--- src/rtl/pushbtn_cnt_pkg.sv ---
package pushbtn_cnt_pkg;

    localparam int NUM_BTN = 2;

    typedef enum int {
        BTN_INC = 0,
        BTN_DEC = 1
    } btn_idx_e;

endpackage

--- src/rtl/pbc_prescaler.sv ---
module pbc_prescaler #(
    parameter int SAMPLE_DIV = 320000
) (
    input  logic clk,
    input  logic rst_n,
    output logic tick_o
);
    localparam int DW = (SAMPLE_DIV > 2) ? $clog2(SAMPLE_DIV) : 1;
    localparam logic [DW-1:0] LAST = DW'(SAMPLE_DIV - 1);

    typedef struct packed {
        logic [DW-1:0] div;
        logic          tick;
    } pre_t;

    pre_t st_d, st_q;

    always_comb begin
        st_d = st_q;
        if (st_q.div == LAST) begin
            st_d.div  = '0;
            st_d.tick = 1'b1;
        end else begin
            st_d.div  = st_q.div + DW'(1);
            st_d.tick = 1'b0;
        end
    end

    always_ff @(posedge clk or negedge rst_n) begin
        if (!rst_n) st_q <= '0;
        else        st_q <= st_d;
    end

    assign tick_o = st_q.tick;
endmodule

--- src/rtl/pbc_button_front.sv ---
module pbc_button_front #(
    parameter int SYNC_STAGES = 2
) (
    input  logic clk,
    input  logic rst_n,
    input  logic raw_i,
    input  logic tick_i,
    output logic step_o
);
    typedef struct packed {
        logic [SYNC_STAGES-1:0] sync;
        logic                   last;
        logic                   step;
    } front_t;

    front_t st_d, st_q;
    logic   synced;

    assign synced = st_q.sync[SYNC_STAGES-1];

    always_comb begin
        st_d      = st_q;
        st_d.sync = {st_q.sync[SYNC_STAGES-2:0], raw_i};
        st_d.step = 1'b0;
        if (tick_i) begin
            st_d.last = synced;
            st_d.step = synced & ~st_q.last;
        end
    end

    always_ff @(posedge clk or negedge rst_n) begin
        if (!rst_n) st_q <= '0;
        else        st_q <= st_d;
    end

    assign step_o = st_q.step;
endmodule

--- src/rtl/pbc_step_counter.sv ---
module pbc_step_counter #(
    parameter int CNT_W = 16
) (
    input  logic             clk,
    input  logic             rst_n,
    input  logic             inc_i,
    input  logic             dec_i,
    output logic [CNT_W-1:0] count_o
);
    typedef struct packed {
        logic [CNT_W-1:0] count;
    } cnt_t;

    cnt_t st_d, st_q;

    always_comb begin
        st_d       = st_q;
        st_d.count = st_q.count + CNT_W'(inc_i) - CNT_W'(dec_i);
    end

    always_ff @(posedge clk or negedge rst_n) begin
        if (!rst_n) st_q <= '0;
        else        st_q <= st_d;
    end

    assign count_o = st_q.count;
endmodule

--- src/rtl/pushbtn_addr_counter.sv ---
module pushbtn_addr_counter
    import pushbtn_cnt_pkg::*;
#(
    parameter int SAMPLE_DIV  = 320000,
    parameter int SYNC_STAGES = 2,
    parameter int CNT_W       = 16
) (
    input  logic             clk,
    input  logic             rst_n,
    input  logic             btn_up_i,
    input  logic             btn_dn_i,
    output logic [CNT_W-1:0] count_o
);
    logic               tick;
    logic [NUM_BTN-1:0] raw;
    logic [NUM_BTN-1:0] step;
    logic               up_step;
    logic               dn_step;

    assign raw[BTN_INC] = btn_up_i;
    assign raw[BTN_DEC] = btn_dn_i;

    pbc_prescaler #(.SAMPLE_DIV(SAMPLE_DIV)) u_pre (
        .clk    (clk),
        .rst_n  (rst_n),
        .tick_o (tick)
    );

    for (genvar b = 0; b < NUM_BTN; b++) begin : g_btn
        pbc_button_front #(.SYNC_STAGES(SYNC_STAGES)) u_front (
            .clk    (clk),
            .rst_n  (rst_n),
            .raw_i  (raw[b]),
            .tick_i (tick),
            .step_o (step[b])
        );
    end

    assign up_step = step[BTN_INC];
    assign dn_step = step[BTN_DEC];

    pbc_step_counter #(.CNT_W(CNT_W)) u_cnt (
        .clk     (clk),
        .rst_n   (rst_n),
        .inc_i   (up_step),
        .dec_i   (dn_step),
        .count_o (count_o)
    );
endmodule

--- config.mk ---
export PLATFORM = sky130hd
export DESIGN_NAME = pushbtn_addr_counter
export DESIGN_NICKNAME = d
export VERILOG_FILES = /design/src/rtl/pushbtn_cnt_pkg.sv /design/src/rtl/pbc_prescaler.sv /design/src/rtl/pbc_button_front.sv /design/src/rtl/pbc_step_counter.sv /design/src/rtl/pushbtn_addr_counter.sv
export SDC_FILE = /design/constraint.sdc
export NUM_CORES = 1
export LEC_CHECK = 0
export ABC_CLOCK_PERIOD_IN_PS = 2170
export BUFFER_PORTS_ARGS = -buffer_cell sky130_fd_sc_hd__buf_4
export CORE_MARGIN = 5
export CORE_UTILIZATION = 25
export CTS_BUF_LIST = sky130_fd_sc_hd__clkbuf_8
export CTS_CLUSTER_SIZE = 20
export DETAILED_ROUTE_END_ITERATION = 10
export PLACE_DENSITY = 0.41
export SETUP_SLACK_MARGIN = 0.3
export SYNTH_ARGS = -nofsm -noshare
export SYNTH_HDL_FRONTEND = slang
export SYNTH_SLANG_ARGS = --single-unit
--- constraint.sdc ---
create_clock -name clk -period 2.17 [get_ports clk]
set_clock_uncertainty 0.05 [all_clocks]
set_input_delay 0.217 -clock clk [delete_from_list [all_inputs] [get_ports clk]]
set_output_delay 0.217 -clock clk [all_outputs]
set_load 0.05 [all_outputs]
## Word-level counts from Yosys, hierarchy flattened

Index checks and enable logic that the tools add are counted.

| operators by class | value |
|---|---|
| add/subtract/negate cells | 3 |
| equality and inequality tests | 1 |
| muxes and demuxes | 3 |
| bitwise gates (word level) | 4 |

Operator list:

| cell | number |
|---|---|
| two-way mux 20 bit | 1 |
| adder 19 x 1 -> 19 bit, second input constant | 1 |
| equality test 19 bit, second input constant | 1 |
| adder 16 x 1 -> 16 bit | 1 |
| subtractor 16 x 1 -> 16 bit | 1 |
| bitwise AND 1 bit | 2 |
| two-way mux 1 bit | 2 |
| NOT 1 bit | 2 |

| storage, ports and cells | value |
|---|---|
| bits in registers | 44 |
| input bits | 4 |
| output and inout bits | 16 |
| logic and storage cells | 20 |

## Longest topological paths before layout

Gate-level depths: netlist (run 1).

| logic depth | value |
|---|---|
| word-level depth | 3 |
| mapped depth | 11 |
| gate-level depth less buffers | 11 |

## Modules after synthesis

Synthesis (run 1) repeated with hierarchy kept, for this count alone.

| unflattened totals | value |
|---|---|
| cell total of the unflattened synthesis | 225 |
| area total of the unflattened synthesis | 2386.0 um^2 |

By module, submodules not included:

| module | times used | cells each | area an instance (um^2) | seq. area each (um^2) |
|---|---|---|---|---|
| pbc_step_counter | 1 | 127 | 1216.2 | 400.4 |
| pbc_prescaler | 1 | 86 | 919.6 | 500.5 |
| pbc_button_front | 2 | 6 | 125.1 | 100.1 |

## Worst setup path after synthesis (run 1)

Ideal clock, no wire load.

| timing path | value |
|---|---|
| path type | reg2reg |
| start point | register u_cnt.st_q, in the netlist u_cnt.count_o[0] |
| end point | register u_cnt.st_q, in the netlist u_cnt.count_o[14] |
| library setup time | 0.123 ns |
| arrival | 2.428 ns |
| slack | -0.432 ns |
| stages on the path, launching flop included | 12 |
| clock period less this slack | 2.602 ns |
| cells stage by stage | dfrtp_1 -> inv_1 -> ha_1 -> inv_1 -> ha_1 -> inv_1 -> fa_1 -> nor2b_1 -> o2111ai_2 -> a21boi_2 -> a211oi_2 -> xnor2_1 |

RTL lines:

| element | line | source |
|---|---|---|
| from (decl) | pbc_step_counter.sv:14 | `cnt_t st_d, st_q;` |
| from (signal assigned) | pbc_step_counter.sv:23 | `else st_q <= st_d;` |

==> metrics.md, run 1 <==
| Metric | Value |
|---|---|
| Syn Inst Count | `217` |
| Worst path max stage delay | `0.41 ns` |
| Switch share | `21.1%` |
| Post-synth EDFFs | `0` |
| Crit path DAT | `2.30 ns` |
| DR pass1 iterations | `4` |
| Area Overhead vs Synth | `25.3%` |
| RSZ-0062 raised after global routing | `yes` |
| Clock sink count | `44` |
| Avg Synthesized Cell Area | `10.9 sq um` |
| Required time worst endpoint | `2.31 ns` |
| CTS Root Cell | `clkbuf_8` |
| Initial antenna violation count | `0` |
| FF+latch area | `0.00111 sq mm` |
| P_sw | `314 uW` |
| Placed cell areas | `0.00274 sq mm` |
| Placement Rows | `35` |
| Vias | `1578` |
| CTS H-tree depth | `2` |
| Yosys warning count | `0` |
| GRT Util Overall | `8.29%` |
| Worst Setup Start Kind | `flip-flop` |
| Grt ovf | `0` |
| Min cycle time layout | `2.16 ns` |
| Critical path's slowest cell | `dfrtp_2` |
| Most instantiated cells after synthesis | `44 x dfrtp_1, 23 x inv_1, 20 x nor2_1, 20 x xnor2_1, 17 x ha_1` |
| Hold Violations, Final | `0` |
| Leak pwr | `0.00142 uW` |
| Hold EP | `g_btn[0].u_front.st_q[3]` |
| DR WL/cell | `11.3 um` |
| Ant. Diodes | `0` |
| Die W | `107 um` |
| Die Y | `107 um` |
| Unique masters post-synth | `43` |
| Outcome | `completed` |
| Maximum vdd ir drop | `0.206 mV` |
| Comb pwr share | `1.6%` |
| Worst r2r dst | `u_cnt.count_o[14]` |
| Final setup fails | `0` |
| Min-delay src | `g_btn[0].u_front.st_d[3]` |
| Worst path cell trace | `inv_2 > ha_4 > inv_2 > ha_4 > inv_2 > fa_2 > nor2b_2 > o2111ai_2 > a21boi_2 > a211oi_2 > xnor2_1` |
| # DRC | `0` |
| Largest net degree at the start of global routing | `45` |
| Count leader, synth | `dfrtp_1` |
| Synth top area cells | `dfrtp_1 47%, ha_1 9.0%, xnor2_1 7.4%` |
| Setup TNS | `0 ns` |
| Synthesized flop and latch total | `44` |
| Share of layout cells above drive strength 1 | `31.2%` |
| Crit-path max FO | `3` |
| Port bufs | `19` |
| Max Slew Vio Count | `0` |
| Reg2reg start | `u_cnt.count_o[0]` |
| Routed Antenna Nets | `0` |
| Clock buffer depth | `2` |
| Fmax | `0.462 GHz` |
| Initial DRC Count | `28` |
| Core footprint | `0.00924 sq mm` |
| Post-DP HPWL | `3.09 mm` |
| Pre-CTS setup slack | `-0.0567 ns` |
| Clock-pin slew on the worst setup and hold paths | `0.09 ns` |
| Max-slew headroom | `61.2%` |
| # nets final | `274` |
| R2R cell count | `11` |
| Max Cap Violations | `0` |
| Cell area after layout | `0.00296 sq mm` |
| WS Path Type | `flip-flop to flip-flop` |
| CP most frequent cell | `inv_2` |
| Measured slew at the worst slew-check pin | `0.582 ns` |
| Die area | `0.0115 sq mm` |
| Hold Path Class | `flip-flop to flip-flop` |
| Initial Util | `25.5%` |
| Post-synthesis sequential area ratio | `46.7%` |
| Top cell type's share of synthesized area | `46.7%` |
| Routed wire length | `4.31 mm` |
| Fill cell count | `935` |
| Num CTS Buffers | `5` |
| Final period util | `99.7%` |
| Area of the multi-input gates | `0.00122 sq mm` |
| Post-synth top flop | `dfrtp_1` |
| Synth area leader | `dfrtp_1` |
| Reg2reg setup slack | `0.007 ns` |
| CTS tree | `done` |
| IO Pins | `20` |
| Worst Setup End Kind | `flip-flop` |
| Placer congestion estimate | `0.696` |
| Int Pwr | `1170 uW` |
| Power per cell area | `502 mW/mm^2` |
| Syn Nets | `239` |
| Hold path depth | `0` |
| Clk Latency, worst-skew pair | `0.30 ns` |
| Hold WS | `0.304 ns` |
| Global-route wire length before repair | `7.64 mm` |
| Post-synth ARST share | `100%` |
| Vias in the first global route | `1628` |
| PnR worst setup slack | `0.00733 ns` |
| Clk pwr share | `42.9%` |
| DR vias/cell | `4.13` |
| Sequential Power Share | `55.5%` |
| Post-synthesis cell area | `0.00236 sq mm` |
[cell type report]
type | instances | area share (%)
Inverter | 23 | 2.92
Multi-Input combinational cell | 146 | 41.3
Clock inverter | 3 | 1.44
Timing Repair Buffer | 32 | 8.89
Sequential cell | 44 | 37.7
Tap cell | 129 | 5.46
Clock buffer | 5 | 2.33
[worst max-delay path by stage]
stage,to,depth (start not counted),from,slack (ns)
global route,u_cnt.count_o[12],11,u_cnt.count_o[0],-0.10
floorplan,u_cnt.count_o[14],11,u_cnt.count_o[0],-0.12
CTS,u_cnt.count_o[14],11,u_cnt.count_o[0],-0.02
detailed placement,u_cnt.count_o[14],11,u_cnt.count_o[0],-0.06
global placement,u_cnt.count_o[14],11,u_cnt.count_o[0],-0.05
finish,u_cnt.count_o[14],11,u_cnt.count_o[0],0.007
[worst max-delay path, delay by kind of cell, from the launching register on]
kind,cells,cell delay [ns]
compound gates,3,0.52
flops,1,0.41
xor+xnor,1,0.13
fa+ha+maj,3,0.65
simple gates,1,0.15
buf+inv,3,0.15
[power groups by stage]
stage	clock network, uW	registers (uW)	logic [uW]
global placement	0	840	22.0
detailed placement	0	840	22.0
finish	637	824	24.1
global route	704	824	29.3
floorplan	0	840	0.0417
CTS	669	824	26.3
[per-stage QoR]
stage | utilization (%) | total power [uW] | cells
finish | 32.0 | 1480 | 382
global route | 32.0 | 1560 | 382
CTS | 31.8 | 1520 | 381
detailed placement | 29.6 | 862 | 365
global placement | 29.6 | 862 | 365
floorplan | - | 840 | 217
[kinds of logic (layout without fill, tap and decap cells)]
| family | after synthesis | after routing | share of synthesized area (%) |
|---|---|---|---|
| flops | 44 | 44 | 46.7 |
| mux | 1 | 1 | 0.477 |
| fa+ha+maj | 18 | 18 | 9.86 |
| simple gates | 66 | 66 | 15.4 |
| buf+inv | 27 | 63 | 4.61 |
| xor+xnor | 30 | 30 | 11.1 |
| compound gates | 31 | 31 | 11.8 |
[cells in the final DEF, fill, tap and decap left out, types with 2 or more instances in the layout]
cell / netlist / layout
a21o_1: 4 / 4
a21oi_1: 6 / 6
a21oi_2: 3 / 2
and4_1: 2 / 2
buf_4: 1 / 25
buf_6: 0 / 4
clkbuf_8: 0 / 5
dfrtp_1: 44 / 33
dfrtp_2: 0 / 11
dlygate4sd3_1: 0 / 3
ha_1: 17 / 14
ha_4: 0 / 3
inv_1: 23 / 20
inv_2: 0 / 3
nand2_1: 12 / 12
nand3_1: 10 / 9
nand3_2: 1 / 2
nand3b_1: 2 / 2
nand4_1: 7 / 7
nor2_1: 20 / 20
nor3_1: 2 / 2
nor3_4: 2 / 2
o211ai_2: 2 / 2
o21ai_1: 2 / 2
xnor2_1: 20 / 19
xor2_1: 10 / 10
[state kept, by name (all words and copies together) (netlist names)]
name,flops
g_btn.u_front.st_d,2
g_btn.u_front.st_q,4
g_btn.u_front.step_o,2
u_cnt.count_o,16
u_pre.st_q,19
u_pre.tick_o,1
[metal layers]
| layer | vias up | wire length (um) | global-route usage, % |
|---|---|---|---|
| li1 | 812 | - | - |
| met1 | 737 | 2140 | 10.9 |
| met2 | 23 | 1940 | 13.1 |
| met3 | 6 | 176 | 2.29 |
| met4 | 0 | 55 | 2.74 |
| met5 | - | 0 | 0 |
[repair_timing]
action                                  CTS  global route
buffers inserted                          5             1
hold endpoints to repair                 46             0
pin swaps                                15             9
cloned                                    0             0
endpoints found under the setup margin   10            11
hold buffers                              3             0
resized for setup                         5             2
No activity file was read; power rests on OpenSTA's default activity.
==> run 2, diff against run 1 <==
--- a/config.mk
+++ b/config.mk
@@ -12,8 +12,8 @@
 export CTS_BUF_LIST = sky130_fd_sc_hd__clkbuf_8
 export CTS_CLUSTER_SIZE = 20
 export DETAILED_ROUTE_END_ITERATION = 10
-export PLACE_DENSITY = 0.41
 export SETUP_SLACK_MARGIN = 0.3
+export SLEW_MARGIN = 25
 export SYNTH_ARGS = -nofsm -noshare
 export SYNTH_HDL_FRONTEND = slang
 export SYNTH_SLANG_ARGS = --single-unit
==> metrics.md, run 2 (synthesis gave the netlist of run 1 again) <==
| Metric | Value |
|---|---|
| Outcome | `completed` |
| Final Non-Filler Cells | `385 (+0.79%)` |
| Clock-pin slew on the worst setup and hold paths | `0.08 ns (about the same)` |
| Crit-path max FO | `3 (unchanged)` |
| DR pass1 iterations | `4 (unchanged)` |
| Uppermost layer routed | `met4` |
| Routed Antenna Nets | `0 (unchanged)` |
| DR WL/cell | `11.3 um (about the same)` |
| Maximum vdd ir drop | `0.207 mV (+0.51%)` |
| Initial DRC Count | `70 (+150%)` |
| Die area | `0.0115 sq mm (unchanged)` |
| Placement Rows | `35 (unchanged)` |
| Max Cap Violations | `0 (unchanged)` |
| Min cycle time layout | `2.16 ns (-0.00441 ns)` |
| Routed length on met3 | `156 um (-11%)` |
| Hold EP | `g_btn[1].u_front.st_q[3]` |
| Num CTS Buffers | `5 (unchanged)` |
| Largest net degree at the start of global routing | `45 (unchanged)` |
| Fill cell count | `943 (+0.86%)` |
| Routed wire length | `4.35 mm (+0.83%)` |
| Crit path DAT | `2.28 ns (-0.02 ns)` |
| GRT Util Overall | `8.03% (-0.26 points)` |
| IO Pins | `20 (unchanged)` |
| Final core utilization | `32.7% (+0.72 points)` |
| Leak pwr | `0.00147 uW (+3.1%)` |
| Vias in the first global route | `1620 (-0.49%)` |
| Ant. Diodes | `0 (unchanged)` |
| WS Path Type | `flip-flop to flip-flop` |
| Initial antenna violation count | `0 (unchanged)` |
| Core footprint | `0.00924 sq mm (unchanged)` |
| Vias | `1630 (+3.3%)` |
| Fmax | `0.463 GHz (+0.20%)` |
| Worst path max stage delay | `0.41 ns (about the same)` |
| DR WL met2 | `2.07 mm (+6.3%)` |
| Die W | `107 um (unchanged)` |
| FF+latch area | `0.00111 sq mm (unchanged)` |
| R2R cell count | `11 (unchanged)` |
| Critical path's slowest cell | `dfrtp_2` |
| Worst Setup End Kind | `flip-flop` |
| Global-route wire length before repair | `7.38 mm (-3.4%)` |
| Max-slew headroom | `63.7% (+2.4 points)` |
| Clock buffer depth | `2 (unchanged)` |
| Max Slew Vio Count | `0 (unchanged)` |
| Placer congestion estimate | `0.739 (+6.0%)` |
| Worst path cell trace | `inv_2 > ha_4 > inv_4 > ha_4 > inv_2 > fa_2 > nor2b_4 > o2111ai_4 > a21oi_2 > o41ai_2 > xnor2_1` |
| Clock sink count | `44 (unchanged)` |
| Required time worst endpoint | `2.29 ns (-0.02 ns)` |
| RSZ-0062 raised after global routing | `yes` |
| Power per cell area | `450 mW/mm^2 (-10%)` |
| Most flop-heavy register | `u_pre.st_q` |
| WL met1 | `2.05 mm (-4.1%)` |
| Share of layout cells above drive strength 1 | `32.4% (+1.2 points)` |
| Commonest non-fill, non-tap cell in the layout | `dfrtp_1` |
| Worst r2r dst | `u_cnt.count_o[10]` |
| Die Y | `107 um (unchanged)` |
| Reg2reg start | `u_cnt.count_o[0]` |
| Placed Instances | `366 (+0.27%)` |
| Clk Latency, worst-skew pair | `0.30 ns (about the same)` |
| Area Overhead vs Synth | `28.1%` |
| CTS tree | `done` |
| Initial Util | `25.5% (unchanged)` |
| Post-DP HPWL | `3.01 mm (-2.7%)` |
| Final period util | `99.5% (-0.20 points)` |
| Hold path depth | `0 (unchanged)` |
| Min-delay src | `g_btn[1].u_front.st_d[3]` |
| CTS Root Cell | `clkbuf_8` |
| Hold Path Class | `flip-flop to flip-flop` |
| Most frequent cells in the layout | `33 x dfrtp_1, 28 x buf_4, 20 x inv_1, 20 x nor2_1, 18 x xnor2_1` |
| Max FFs per register | `19 (unchanged)` |
| # DRC | `0 (unchanged)` |
| Final setup fails | `0 (unchanged)` |
| Worst Setup Start Kind | `flip-flop` |
| Measured slew at the worst slew-check pin | `0.545 ns (-0.0367 ns)` |
| Grt ovf | `0 (unchanged)` |
| Area of the multi-input gates | `0.00128 sq mm (+4.6%)` |
| Hold Violations, Final | `0 (unchanged)` |
| CTS H-tree depth | `2 (unchanged)` |
| DR vias/cell | `4.23 (+2.5%)` |
| # nets final | `277 (+1.1%)` |
| Port bufs | `19 (unchanged)` |
| Reg2reg setup slack | `0.01 ns (about the same)` |
==> run 2: cell types whose count changed in the layout (fill, tap and decap cells not counted), sizes merged <==
cell      delta
buf          +3
clkinv       +2
bufinv       -1
clkinvlp     -1
==> run 2: final cells by class <==
type | instances | share of cell area (%)
inverters | 23 | 2.94
repair buffers | 35 | 9.73
well taps | 129 | 5.34
clock inverters | 3 | 0.621
multi-input cells | 146 | 42.2
flip-flops and latches | 44 | 36.9
clock buffers | 5 | 2.28
==> run 2: where the power goes <==
group	switching, uW	leakage, uW	total (uW)	internal (uW)
combinational	16.3	0.000848	23.3	6.97
sequential	0.868	0.000573	823	823
clock	290	0.0000479	514	225
total	307	0.00147	1360	1050
==> run 2: how the worst max path moves through the flow <==
stage          slack, ns           endpoint             start
2_1_floorplan      -0.12  u_cnt.count_o[14]  u_cnt.count_o[0]
3_3_place_gp       -0.03  u_cnt.count_o[14]  u_cnt.count_o[0]
3_5_place_dp       -0.06  u_cnt.count_o[14]  u_cnt.count_o[0]
4_1_cts            -0.02  u_cnt.count_o[14]  u_cnt.count_o[0]
5_1_grt            -0.09  u_cnt.count_o[10]  u_cnt.count_o[0]
6_report            0.01  u_cnt.count_o[10]  u_cnt.count_o[0]
==> run 2: critical path: cells and delay by family (launching register included) <==
family	cells	cell delay, ns
buffers and inverters	3	0.14
flip-flops	1	0.41
AO/OA/AOI/OAI	3	0.46
adder cells (fa/ha/maj)	3	0.67
AND/OR/NAND/NOR	1	0.15
XOR/XNOR	1	0.13
==> run 2: timing repair <==
item                       4_1_cts  5_1_grt
setup buffers                    7        1
setup endpoints to repair        9       11
hold endpoints to repair        46        0
pin swaps                       16       10
hold buffers                     3        0
resized for setup                7        7
==> run 2: through the flow <==
step | area (sq um) | setup TNS [ns] | worst slack (ns) | hold WS (ns) | power, uW
floorplan | 2420 | -0.319 | -0.115 | -0.129 | 840
global placement | 2740 | -0.0444 | -0.0290 | 0.201 | 861
detailed placement | 2740 | -0.106 | -0.0571 | 0.203 | 861
CTS | 2950 | -0.0343 | -0.0221 | 0.306 | 1390
global route | 3020 | -0.334 | -0.0909 | 0.323 | 1430
finish | 3020 | 0 | 0.0117 | 0.303 | 1360
==> run 2: layer usage <==
layer	vias up	track usage, %
met5	-	0
met3	8	2.53
met1	780	9.67
met4	0	2.74
li1	821	-
met2	21	13.5
==> run 3, diff against run 2 <==
--- a/config.mk
+++ b/config.mk
@@ -8,12 +8,14 @@
 export ABC_CLOCK_PERIOD_IN_PS = 2170
 export BUFFER_PORTS_ARGS = -buffer_cell sky130_fd_sc_hd__buf_4
 export CORE_MARGIN = 5
-export CORE_UTILIZATION = 25
+export CORE_UTILIZATION = 55
 export CTS_BUF_LIST = sky130_fd_sc_hd__clkbuf_8
 export CTS_CLUSTER_SIZE = 20
 export DETAILED_ROUTE_END_ITERATION = 10
+export PLACE_DENSITY = 0.77
 export SETUP_SLACK_MARGIN = 0.3
 export SLEW_MARGIN = 25
 export SYNTH_ARGS = -nofsm -noshare
 export SYNTH_HDL_FRONTEND = slang
 export SYNTH_SLANG_ARGS = --single-unit
+export TNS_END_PERCENT = 20
==> metrics.md, run 3 (synthesis gave the netlist of run 1 again) <==
| Metric | Value |
|---|---|
| Outcome | `completed` |
| # DRC | `0 (unchanged)` |
| Placement Rows | `23 (-34%)` |
| Post-CTS Setup Bufs | `0 (-7)` |
| Die Y | `75.5 um (-30%)` |
| CP most frequent cell | `inv_2` |
| Most frequent cells in the layout | `43 x dfrtp_1, 23 x buf_4, 20 x inv_1, 20 x nor2_1, 20 x xnor2_1` |
| # nets final | `268 (-3.2%)` |
| Worst r2r dst | `u_cnt.count_o[14]` |
| Worst path cell trace | `inv_2 > ha_4 > inv_2 > ha_4 > inv_2 > fa_2 > nor2b_4 > o2111ai_4 > a21boi_4 > a211oi_2 > xnor2_1` |
| CTS tree | `done` |
| Hold WS | `0.304 ns (+0.000844 ns)` |
| IO Pins | `20 (unchanged)` |
| DR WL/cell | `13.6 um (+20%)` |
| Routed wire length | `4.04 mm (-7.2%)` |
| Core footprint | `0.00409 sq mm (-56%)` |
| RSZ-0062 raised after global routing | `yes` |
| Die area | `0.00570 sq mm (-50%)` |
| Routed Antenna Nets | `0 (unchanged)` |
| Area Overhead vs Synth | `18.6%` |
| Worst path max stage delay | `0.41 ns (about the same)` |
| Grt ovf | `0 (unchanged)` |
| Final period util | `99.4% (about the same)` |
| Maximum vdd ir drop | `0.425 mV (+110%)` |
| DR WL met2 | `2.01 mm (-2.5%)` |
| Routed length on met3 | `142 um (-9.0%)` |
| Worst Setup End Kind | `flip-flop` |
| Final core utilization | `68.5% (+36 points)` |
| Final setup fails | `0 (unchanged)` |
| Crit path DAT | `2.31 ns (+0.03 ns)` |
| Reg2reg start | `u_cnt.count_o[0]` |
| Max FFs per register | `19 (unchanged)` |
| Leak pwr | `0.00142 uW (-3.6%)` |
| Share of layout cells above drive strength 1 | `25.1% (-7.3 points)` |
| Clk Latency, worst-skew pair | `0.30 ns (about the same)` |
| Measured slew at the worst slew-check pin | `0.539 ns (-0.00567 ns)` |
| Initial DRC Count | `98 (+40%)` |
| Min cycle time layout | `2.16 ns (-0.000377 ns)` |
| Clock-pin slew on the worst setup and hold paths | `0.09 ns (about the same)` |
| GRT Util Overall | `16.2% (+8.1 points)` |
| Hold EP | `g_btn[0].u_front.st_q[3]` |
| Max-slew headroom | `64.0% (+0.38 points)` |
| Critical path's slowest cell | `dfrtp_2` |
| CTS Root Cell | `clkbuf_8` |
| Placer congestion estimate | `0.774 (+4.8%)` |
| Crit path depth | `11 (unchanged)` |
| DR vias/cell | `5.39 (+27%)` |
| Vias in the first global route | `1619 (-0.062%)` |
| Vias | `1602 (-1.7%)` |
| Hold path depth | `0 (unchanged)` |
| Min-delay src | `g_btn[0].u_front.st_d[3]` |
| Commonest non-fill, non-tap cell in the layout | `dfrtp_1` |
| Most flop-heavy register | `u_pre.st_q` |
| CTS H-tree depth | `2 (unchanged)` |
| Worst Setup Start Kind | `flip-flop` |
| Required time worst endpoint | `2.32 ns (+0.03 ns)` |
| DR pass1 iterations | `4 (unchanged)` |
| Max Cap Violations | `0 (unchanged)` |
| Largest net degree at the start of global routing | `45 (unchanged)` |
| WL met1 | `1.81 mm (-12%)` |
| Port bufs | `19 (unchanged)` |
| Ant. Diodes | `0 (unchanged)` |
| Fmax | `0.463 GHz (about the same)` |
| Global-route wire length before repair | `6.98 mm (-5.3%)` |
| Hold Path Class | `flip-flop to flip-flop` |
| Clock sink count | `44 (unchanged)` |
| Max Slew Vio Count | `0 (unchanged)` |
| Crit-path max FO | `3 (unchanged)` |
| Die W | `75.5 um (-30%)` |
| R2R cell count | `11 (unchanged)` |
| Hold Violations, Final | `0 (unchanged)` |
| Post-DP HPWL | `2.80 mm (-6.8%)` |
| WS Path Type | `flip-flop to flip-flop` |
| Setup TNS | `0 ns (unchanged)` |
| CP delay by family, top | `adder cells` |
| Buf/Inv on CP | `3 (unchanged)` |
| Uppermost layer routed | `met4` |
| Power per cell area | `531 mW/mm^2 (+18%)` |
| Reg2reg setup slack | `0.01 ns (about the same)` |
| Initial Util | `57.7% (+32 points)` |
| Initial antenna violation count | `0 (unchanged)` |
| Num CTS Buffers | `5 (unchanged)` |
| Clock buffer depth | `2 (unchanged)` |
[run 3: per-stage QoR]
stage | cell area, sq um | power, uW | worst slack (ns) | cells
3_3_place_gp | 2600 | 860 | -0.0241 | 286
5_1_grt | 2800 | 1540 | -0.0869 | 297
6_report | 2800 | 1490 | 0.0121 | 297
2_1_floorplan | 2390 | 840 | -0.119 | 217
3_5_place_dp | 2600 | 860 | -0.0590 | 286
4_1_cts | 2770 | 1510 | -0.0646 | 297
[run 3: layout make-up]
cell class              count  area, sq um
fillers                   299         1290
multi-input cells         146         1230
flip-flops and latches     44         1100
repair buffers             26          203
inverters                  23         86.3
clock buffers               5         68.8
well taps                  50         62.6
clock inverters             3         47.5
[run 3: how the worst max path moves through the flow]
stage	startpoint	to
after floorplan	u_cnt.count_o[0]	u_cnt.count_o[14]
after global placement	u_cnt.count_o[0]	u_cnt.count_o[14]
after detailed placement	u_cnt.count_o[0]	u_cnt.count_o[14]
after CTS	u_cnt.count_o[0]	u_cnt.count_o[14]
after global routing	u_cnt.count_o[0]	u_cnt.count_o[14]
final	u_cnt.count_o[0]	u_cnt.count_o[14]
[run 3: timing repair]
| action | in CTS | in global routing |
|---|---|---|
| endpoints found under the setup margin | 9 | 11 |
| endpoints found under the hold margin | 46 | 0 |
| pin swaps | 21 | 13 |
| resized for setup | 2 | 4 |
| hold buffers | 3 | 0 |
[run 3: report_power, final]
part | switching (uW) | internal (uW) | total [uW] | leakage (uW)
clock | 292 | 347 | 639 | 0.0000583
combinational | 16.0 | 6.96 | 22.9 | 0.000768
sequential | 0.939 | 823 | 824 | 0.000590
[run 3: layer usage]
metal  vias up  global-route usage, %
met5         -                      0
met4         0                   6.41
met3         7                   3.56
met2        27                   28.9
met1       771                   18.8
li1        797                      -
